<file path="config.mk">
export PLATFORM = sky130hd
export DESIGN_NAME = rx_out_sequencer
export DESIGN_NICKNAME = d
export VERILOG_FILES = /design/src/rtl/rxseq_pkg.sv /design/src/rtl/rxseq_sync.sv /design/src/rtl/rxseq_edge_watch.sv /design/src/rtl/rxseq_lock_fsm.sv /design/src/rtl/rxseq_out_policy.sv /design/src/rtl/rx_out_sequencer.sv
export SDC_FILE = /design/constraint.sdc
export NUM_CORES = 1
export LEC_CHECK = 0
export ABC_AREA = 0
export BUFFER_PORTS_ARGS = -buffer_cell sky130_fd_sc_hd__buf_2
export CORE_MARGIN = 4
export CORE_UTILIZATION = 45
export CTS_CLUSTER_DIAMETER = 60
export DETAILED_ROUTE_END_ITERATION = 6
export PLACE_DENSITY = 0.69
export SLEW_MARGIN = 20
export SYNTH_ARGS = -nofsm -noshare
export SYNTH_HDL_FRONTEND = slang
export SYNTH_SLANG_ARGS = --single-unit
</file>
<file path="constraint.sdc">
create_clock -name clk -period 2.83 [get_ports clk]
set_clock_uncertainty 0.1 [all_clocks]
set_input_delay 0.4245 -clock clk [delete_from_list [all_inputs] [get_ports clk]]
set_output_delay 0.4245 -clock clk [all_outputs]
set_load 0.01 [all_outputs]
</file>
<file path="src/rtl/rxseq_pkg.sv">
// Shared types for the deserializer output sequencer.
package rxseq_pkg;
    // Sequencer states; only SEQ_RUN shows data.
    typedef enum logic [1:0] {
        SEQ_OFF     = 2'd0,
        SEQ_LOCKING = 2'd1,
        SEQ_RUN     = 2'd2,
        SEQ_STALL   = 2'd3
    } seq_state_t;
endpackage

</file>
<file path="src/rtl/rxseq_sync.sv">
// Multi-flop synchroniser for one asynchronous bit.
// Assumes STAGES >= 2; the reset value is loaded into every flop.
module rxseq_sync #(
    parameter int   STAGES  = 2,
    parameter logic RST_VAL = 1'b0
) (
    input  logic clk,
    input  logic rst_n,
    input  logic d,
    output logic q
);
    logic [STAGES-1:0] chain;

    // Shift the asynchronous input through the flop chain.
    always_ff @(posedge clk) begin
        if (!rst_n) chain <= {STAGES{RST_VAL}};
        else        chain <= {chain[STAGES-2:0], d};
    end

    assign q = chain[STAGES-1];
endmodule

</file>
<file path="src/rtl/rxseq_edge_watch.sv">
// Watches the recovered frame clock: synchronises its level, flags each
// rising edge and measures the gap since the last edge.
// Assumes gap_limit >= 1 and a frame clock slower than clk/2.
module rxseq_edge_watch #(
    parameter int STAGES = 2,
    parameter int GAP_W  = 8
) (
    input  logic             clk,
    input  logic             rst_n,
    input  logic             enable,
    input  logic             fclk_lvl,
    input  logic [GAP_W-1:0] gap_limit,
    output logic             fclk_s,
    output logic             rise,
    output logic             gap_over
);
    localparam logic [GAP_W-1:0] GAP_MAX = {GAP_W{1'b1}};

    logic             prev_q;
    logic [GAP_W-1:0] gap_cnt;

    rxseq_sync #(.STAGES(STAGES), .RST_VAL(1'b0)) u_fclk_sync (
        .clk   (clk),
        .rst_n (rst_n),
        .d     (fclk_lvl),
        .q     (fclk_s)
    );

    // Keep the previous synchronised level for edge detection.
    always_ff @(posedge clk) begin
        if (!rst_n) prev_q <= 1'b0;
        else        prev_q <= fclk_s;
    end

    assign rise = fclk_s & ~prev_q;

    // Count reference cycles since the last rising edge, saturating.
    always_ff @(posedge clk) begin
        if (!rst_n || !enable || rise) gap_cnt <= '0;
        else if (gap_cnt != GAP_MAX)   gap_cnt <= gap_cnt + 1'b1;
    end

    assign gap_over = enable && !rise && (gap_cnt >= gap_limit);

    AST_GAP_GROWS: assert property (@(posedge clk) disable iff (!rst_n)
        (enable && !rise) |=> (gap_cnt != '0));
endmodule

</file>
<file path="src/rtl/rxseq_lock_fsm.sv">
// Sequencer state machine with the lock counter.
// OFF -> LOCKING on power-up; LOCKING -> RUN after LOCK_CYCLES edges;
// LOCKING/RUN -> STALL on a gap; STALL -> LOCKING on the next edge.
// Assumes pwr_ok is already synchronous to clk.
module rxseq_lock_fsm import rxseq_pkg::*; #(
    parameter int LOCK_CYCLES = 32800
) (
    input  logic       clk,
    input  logic       rst_n,
    input  logic       pwr_ok,
    input  logic       rise,
    input  logic       gap_over,
    output seq_state_t state
);
    localparam int              LCNT_W = $clog2(LOCK_CYCLES + 1);
    localparam logic [LCNT_W-1:0] LAST = LCNT_W'(LOCK_CYCLES - 1);

    seq_state_t        state_nx;
    logic [LCNT_W-1:0] lock_cnt, lock_cnt_nx;

    // Next state and next lock count.
    always_comb begin
        state_nx    = state;
        lock_cnt_nx = lock_cnt;
        if (!pwr_ok) begin
            state_nx    = SEQ_OFF;
            lock_cnt_nx = '0;
        end else begin
            unique case (state)
                SEQ_OFF: begin
                    state_nx    = SEQ_LOCKING;
                    lock_cnt_nx = '0;
                end
                SEQ_LOCKING: begin
                    if (rise) begin
                        if (lock_cnt == LAST) begin
                            state_nx    = SEQ_RUN;
                            lock_cnt_nx = '0;
                        end else begin
                            lock_cnt_nx = lock_cnt + 1'b1;
                        end
                    end else if (gap_over) begin
                        state_nx    = SEQ_STALL;
                        lock_cnt_nx = '0;
                    end
                end
                SEQ_RUN: begin
                    if (gap_over) state_nx = SEQ_STALL;
                    lock_cnt_nx = '0;
                end
                SEQ_STALL: begin
                    if (rise) state_nx = SEQ_LOCKING;
                    lock_cnt_nx = '0;
                end
                default: begin
                    state_nx    = SEQ_OFF;
                    lock_cnt_nx = '0;
                end
            endcase
        end
    end

    // State and counter registers.
    always_ff @(posedge clk) begin
        if (!rst_n) begin
            state    <= SEQ_OFF;
            lock_cnt <= '0;
        end else begin
            state    <= state_nx;
            lock_cnt <= lock_cnt_nx;
        end
    end

    AST_POWER_OFF: assert property (@(posedge clk) disable iff (!rst_n)
        !pwr_ok |=> (state == SEQ_OFF));
    AST_LOCK_COUNT: assert property (@(posedge clk) disable iff (!rst_n)
        (state == SEQ_LOCKING && lock_cnt != LAST) |=> (state != SEQ_RUN));
    AST_STALL_RESTART: assert property (@(posedge clk) disable iff (!rst_n)
        (state == SEQ_STALL) |-> (lock_cnt == '0));
    AST_RUN_ENTRY: assert property (@(posedge clk) disable iff (!rst_n)
        (state != SEQ_RUN && state != SEQ_LOCKING) |=> (state != SEQ_RUN));
endmodule

</file>
<file path="src/rtl/rxseq_out_policy.sv">
// Output policy: turns the sequencer state, the coding mode and the
// fail-safe flags into registered output enable, PLL run, data and clock.
// Assumes lane_fs, clk_fs, bal_mode and din are synchronous to clk.
module rxseq_out_policy import rxseq_pkg::*; #(
    parameter int LANES = 3,
    parameter int BITS  = 7
) (
    input  logic                  clk,
    input  logic                  rst_n,
    input  seq_state_t            state,
    input  logic                  bal_mode,
    input  logic [LANES-1:0]      lane_fs,
    input  logic                  clk_fs,
    input  logic [LANES*BITS-1:0] din,
    input  logic                  fclk_s,
    output logic [LANES*BITS-1:0] dout,
    output logic                  clk_o,
    output logic                  drive_en,
    output logic                  pll_run
);
    localparam int DW = LANES * BITS;

    logic [DW-1:0] masked;
    logic          pass;

    // Per-lane masking: a lane in fail-safe is dropped in plain coding.
    for (genvar i = 0; i < LANES; i++) begin : g_lane
        logic keep;
        assign keep = bal_mode | ~lane_fs[i];
        assign masked[i*BITS +: BITS] = keep ? din[i*BITS +: BITS] : '0;

        AST_LANE_FS: assert property (@(posedge clk) disable iff (!rst_n)
            (!bal_mode && lane_fs[i]) |=> (dout[i*BITS +: BITS] == '0));
    end

    assign pass = (state == SEQ_RUN) && (bal_mode || !clk_fs);

    // Register the enables and the gated data and clock.
    always_ff @(posedge clk) begin
        if (!rst_n) begin
            drive_en <= 1'b0;
            pll_run  <= 1'b0;
            dout     <= '0;
            clk_o    <= 1'b0;
        end else begin
            drive_en <= (state != SEQ_OFF);
            pll_run  <= (state != SEQ_OFF);
            dout     <= pass ? masked : '0;
            clk_o    <= pass & fclk_s;
        end
    end

    AST_HIZ_QUIET: assert property (@(posedge clk) disable iff (!rst_n)
        !drive_en |-> (dout == '0 && !clk_o));
    AST_FORCE_LOW: assert property (@(posedge clk) disable iff (!rst_n)
        (state != SEQ_RUN) |=> (dout == '0 && !clk_o));
    AST_CLK_FS: assert property (@(posedge clk) disable iff (!rst_n)
        (!bal_mode && clk_fs) |=> (dout == '0 && !clk_o));
endmodule

</file>
<file path="src/rtl/rx_out_sequencer.sv">
// Top of the deserializer output sequencer: synchronises the run pin,
// watches the frame clock, runs the lock state machine and applies the
// output policy. Assumes stall_gap >= 1.
module rx_out_sequencer import rxseq_pkg::*; #(
    parameter int LANES       = 3,
    parameter int BITS        = 7,
    parameter int LOCK_CYCLES = 32800,
    parameter int GAP_W       = 8,
    parameter int SYNC_STAGES = 2,
    localparam int DW         = LANES * BITS
) (
    input  logic             clk,
    input  logic             rst_n,
    input  logic             run_pin,
    input  logic             fclk_lvl,
    input  logic             bal_mode,
    input  logic [LANES-1:0] lane_fs,
    input  logic             clk_fs,
    input  logic [GAP_W-1:0] stall_gap,
    input  logic [DW-1:0]    par_din,
    output logic [DW-1:0]    par_dout,
    output logic             clk_out,
    output logic             drive_en,
    output logic             pll_run
);
    logic       pwr_ok;
    logic       fclk_s;
    logic       rise;
    logic       gap_over;
    seq_state_t state;

    // Reset value 0: an unseen pin counts as powered down.
    rxseq_sync #(.STAGES(SYNC_STAGES), .RST_VAL(1'b0)) u_run_sync (
        .clk   (clk),
        .rst_n (rst_n),
        .d     (run_pin),
        .q     (pwr_ok)
    );

    rxseq_edge_watch #(.STAGES(SYNC_STAGES), .GAP_W(GAP_W)) u_edge (
        .clk       (clk),
        .rst_n     (rst_n),
        .enable    (state != SEQ_OFF),
        .fclk_lvl  (fclk_lvl),
        .gap_limit (stall_gap),
        .fclk_s    (fclk_s),
        .rise      (rise),
        .gap_over  (gap_over)
    );

    rxseq_lock_fsm #(.LOCK_CYCLES(LOCK_CYCLES)) u_fsm (
        .clk      (clk),
        .rst_n    (rst_n),
        .pwr_ok   (pwr_ok),
        .rise     (rise),
        .gap_over (gap_over),
        .state    (state)
    );

    rxseq_out_policy #(.LANES(LANES), .BITS(BITS)) u_out (
        .clk      (clk),
        .rst_n    (rst_n),
        .state    (state),
        .bal_mode (bal_mode),
        .lane_fs  (lane_fs),
        .clk_fs   (clk_fs),
        .din      (par_din),
        .fclk_s   (fclk_s),
        .dout     (par_dout),
        .clk_o    (clk_out),
        .drive_en (drive_en),
        .pll_run  (pll_run)
    );

    AST_PLL_MATCH: assert property (@(posedge clk) disable iff (!rst_n)
        (pll_run == drive_en));
endmodule

</file>
==> impl_metrics.env <==
export IMPL_yosys_top_cells_area="dfxtp_1, ha_1, and2_1"
export IMPL_reg2reg_from="u_edge.gap_cnt[0]$_SDFFE_PP0P_"
export IMPL_cp_startpoint="u_edge.gap_cnt[0]$_SDFFE_PP0P_"
export IMPL_critPathMaxStageDelay_ns=0.47
export IMPL_antenna_found_initial=0
export IMPL_cp_arrival_ns=2.61
export IMPL_mappedNetlistArea_um2=2560
export IMPL_rsz0062_at_grt="no"
export IMPL_cts_repair_resized=0
export IMPL_worst_slew_pin_slew_ns=0.499
export IMPL_viasPerCell=5.21
export IMPL_grt_use_total_pct=14.5
export IMPL_core_um2=5510
export IMPL_cp_end_kind="flop"
export IMPL_synthesis_nets=323
export IMPL_cts_sinks=54
export IMPL_hold_violations=0
export IMPL_worst_setup_path_start_kind="flop"
export IMPL_syn_inst=270
export IMPL_clock_latency_ns=0.31
export IMPL_rrSetupSlack_ns=0.36
export IMPL_p_per_area_nw_per_um2=441
export IMPL_wl_per_cell_um=12.2
export IMPL_slew_headroom_pct=66.6
export IMPL_cts_tree="yes"
export IMPL_area_delta_synth_final_pct=18.4
export IMPL_synthMostInstantiatedCell="dfxtp_1"
export IMPL_ant_nets=0
export IMPL_synth_warnings=0
export IMPL_die_h_um=83.5
export IMPL_final_max_slew_viol_count=0
export IMPL_ys_types=49
export IMPL_yosys_area_top_type="dfxtp_1"
export IMPL_routed_wl_um=4930
export IMPL_period_share_pct=87.3
export IMPL_whs_ns=0.213
export IMPL_gp_routability_congestion=0.793
export IMPL_place_area_um2=2920
export IMPL_setup_slack_ns=0.359
export IMPL_synth_ff_type="dfxtp_1"
export IMPL_cap_violations=0
export IMPL_start_util_pct=46.5
export IMPL_drt_iter0_drc=79
export IMPL_clockBufferDepth=2
export IMPL_cts_root_buffer="clkbuf_8"
export IMPL_rows=27
export IMPL_setup_tns_ns=0
export IMPL_grt_pass1_vias=2041
export IMPL_dp_slack_ns=0.254
export IMPL_timing_fmax_mhz=405
export IMPL_port_buffers=61
export IMPL_grt_pass1_wl_um=8560
export IMPL_finalInstanceArea_um2=3030
export IMPL_finalNetCount=385
export IMPL_crit_family="compound AO/OA/AOI/OAI gates"
export IMPL_via_count=2111
export IMPL_peakVddDrop_v=0.000276
export IMPL_synth_top_cell_area_share_pct=42.2
export IMPL_grt_max_degree=28
export IMPL_period_needed_ns=2.47
export IMPL_io_pins=62
export IMPL_gr_total_overflow=0
export IMPL_path_buf_inv=2
export IMPL_critPathMaxFanout=27
export IMPL_reg2reg_to="u_fsm.lock_cnt[2]$_SDFFE_PN0P_"
export IMPL_synth_common_cells="dfxtp_1, and2_1, nor2_1, inv_1, nand2_1"
export IMPL_post_dp_hpwl_um=3820
export IMPL_synth_seq_area_share_pct=42.2
export IMPL_path_class="reg -> reg"
export IMPL_syn_area_per_cell_um2=9.49
export IMPL_async_reset_ff_share_pct=0
export IMPL_layout_drive_gt1_share_pct=30.9
export IMPL_die_x_um=83.5
export IMPL_first_pass_iters=4
export IMPL_numCtsBuffers=5
export IMPL_reg2reg_depth=8
export IMPL_die_area_um2=6970
export IMPL_synth_edff_count=0
export IMPL_setup_viol=0
export IMPL_synth_seq_cells=54
export IMPL_antennaDiodeCount=0
export IMPL_htree_levels=2
export IMPL_crit_cells=8
export IMPL_clk_pin_slew_ns=0.10
export IMPL_worstPathRequired_ns=2.97
export IMPL_cts_hold_buf=0
export IMPL_hold_class="in -> reg"
export IMPL_post_cts_buffers=0
export IMPL_leakagePower_nw=1.29
export IMPL_cp_slowest_cell="a2111o_1"
export IMPL_drc=0
export IMPL_status="finished, final reports clean"
export IMPL_endpoint="u_fsm.lock_cnt[2]$_SDFFE_PN0P_"
export IMPL_worstPathCellList="inv_1 -> ha_1 -> nand2b_4 -> a2111o_1 -> a2111oi_4 -> buf_12 -> o21bai_4 -> a21oi_1"
through the flow:
step           instances  power [mW]  utilization (%)
3_5_place_dp         397       0.848             53.1
5_1_grt              405        1.40             55.1
6_report             405        1.34             55.1
4_1_cts              405        1.36             55.1
3_3_place_gp         397       0.846             53.1
2_1_floorplan        270       0.818                -
final cells by class:
| class | instances | area [µm²] |
|---|---|---|
| fillers | 514 | 2470 |
| multi-input cells | 191 | 1350 |
| clock buffers | 5 | 68.8 |
| repair buffers | 64 | 340 |
| flip-flops and latches | 54 | 1080 |
| clock inverters | 3 | 40.0 |
| well taps | 72 | 90.1 |
| inverters | 16 | 60.1 |
per-layer routing:
metal	track usage, %	vias up	share of wire (%)	wire length [µm]
met5	0	-	0	0
met2	25.2	43	46	2290
met3	4.54	6	5.8	288
met1	17.1	964	46	2290
met4	3.95	0	1.2	60
li1	-	1098	-	-
logic make-up (layout without fill, tap and decap cells):
family / after synthesis / in the layout / synth area share [%]
AND/OR/NAND/NOR: 116 / 116 / 26.5
AO/OA/AOI/OAI: 53 / 53 / 16.3
adder cells (fa/ha/maj): 15 / 15 / 7.32
buffers and inverters: 25 / 88 / 5.03
flip-flops: 54 / 54 / 42.2
multiplexers: 5 / 5 / 2.00
XOR/XNOR: 2 / 2 / 0.684
state kept, by name, summed over array words and instances, names as in the netlist:
name,flops
u_edge.gap_cnt,8
u_out.drive_en,1
u_edge.prev_q,1
u_run_sync.chain,2
u_fsm.lock_cnt,16
u_out.clk_o,1
u_out.dout,21
u_fsm.state,2
u_edge.u_fclk_sync.chain,2
how the worst min path moves through the flow:
stage                                      startpoint                                endpoint  slack [ns]  cells after the start
2_1_floorplan  u_edge.u_fclk_sync.chain[0]$_SDFF_PN0_  u_edge.u_fclk_sync.chain[1]$_SDFF_PN0_        0.31                      1
5_1_grt                                    par_din[4]                u_out.dout[4]$_SDFF_PN0_        0.20                      2
3_3_place_gp   u_edge.u_fclk_sync.chain[0]$_SDFF_PN0_  u_edge.u_fclk_sync.chain[1]$_SDFF_PN0_        0.31                      1
6_report                                   par_din[4]                u_out.dout[4]$_SDFF_PN0_        0.21                      2
3_5_place_dp           u_run_sync.chain[0]$_SDFF_PN0_          u_run_sync.chain[1]$_SDFF_PN0_        0.32                      1
4_1_cts                                    par_din[4]                u_out.dout[4]$_SDFF_PN0_        0.20                      2
layout by cell type, fill, tap and decap left out, types with 4 or more instances in the layout:
cell type / instances
nand4_1: 5
and2_1: 27
mux2i_1: 4
nor2_1: 19
o31ai_1: 11
buf_2: 61
a21oi_2: 10
o21ai_0: 7
dfxtp_1: 54
nand2_1: 16
or4_2: 11
inv_1: 16
a21oi_1: 8
nand3_1: 10
clkbuf_8: 5
ha_1: 15
power by group:
| group | internal [mW] | switching [mW] |
|---|---|---|
| clock network | 0.261 | 0.249 |
| logic | 0.0338 | 0.0299 |
| registers | 0.763 | 0.00220 |
| total | 1.06 | 0.281 |
(Power assumes the default switching activity.)
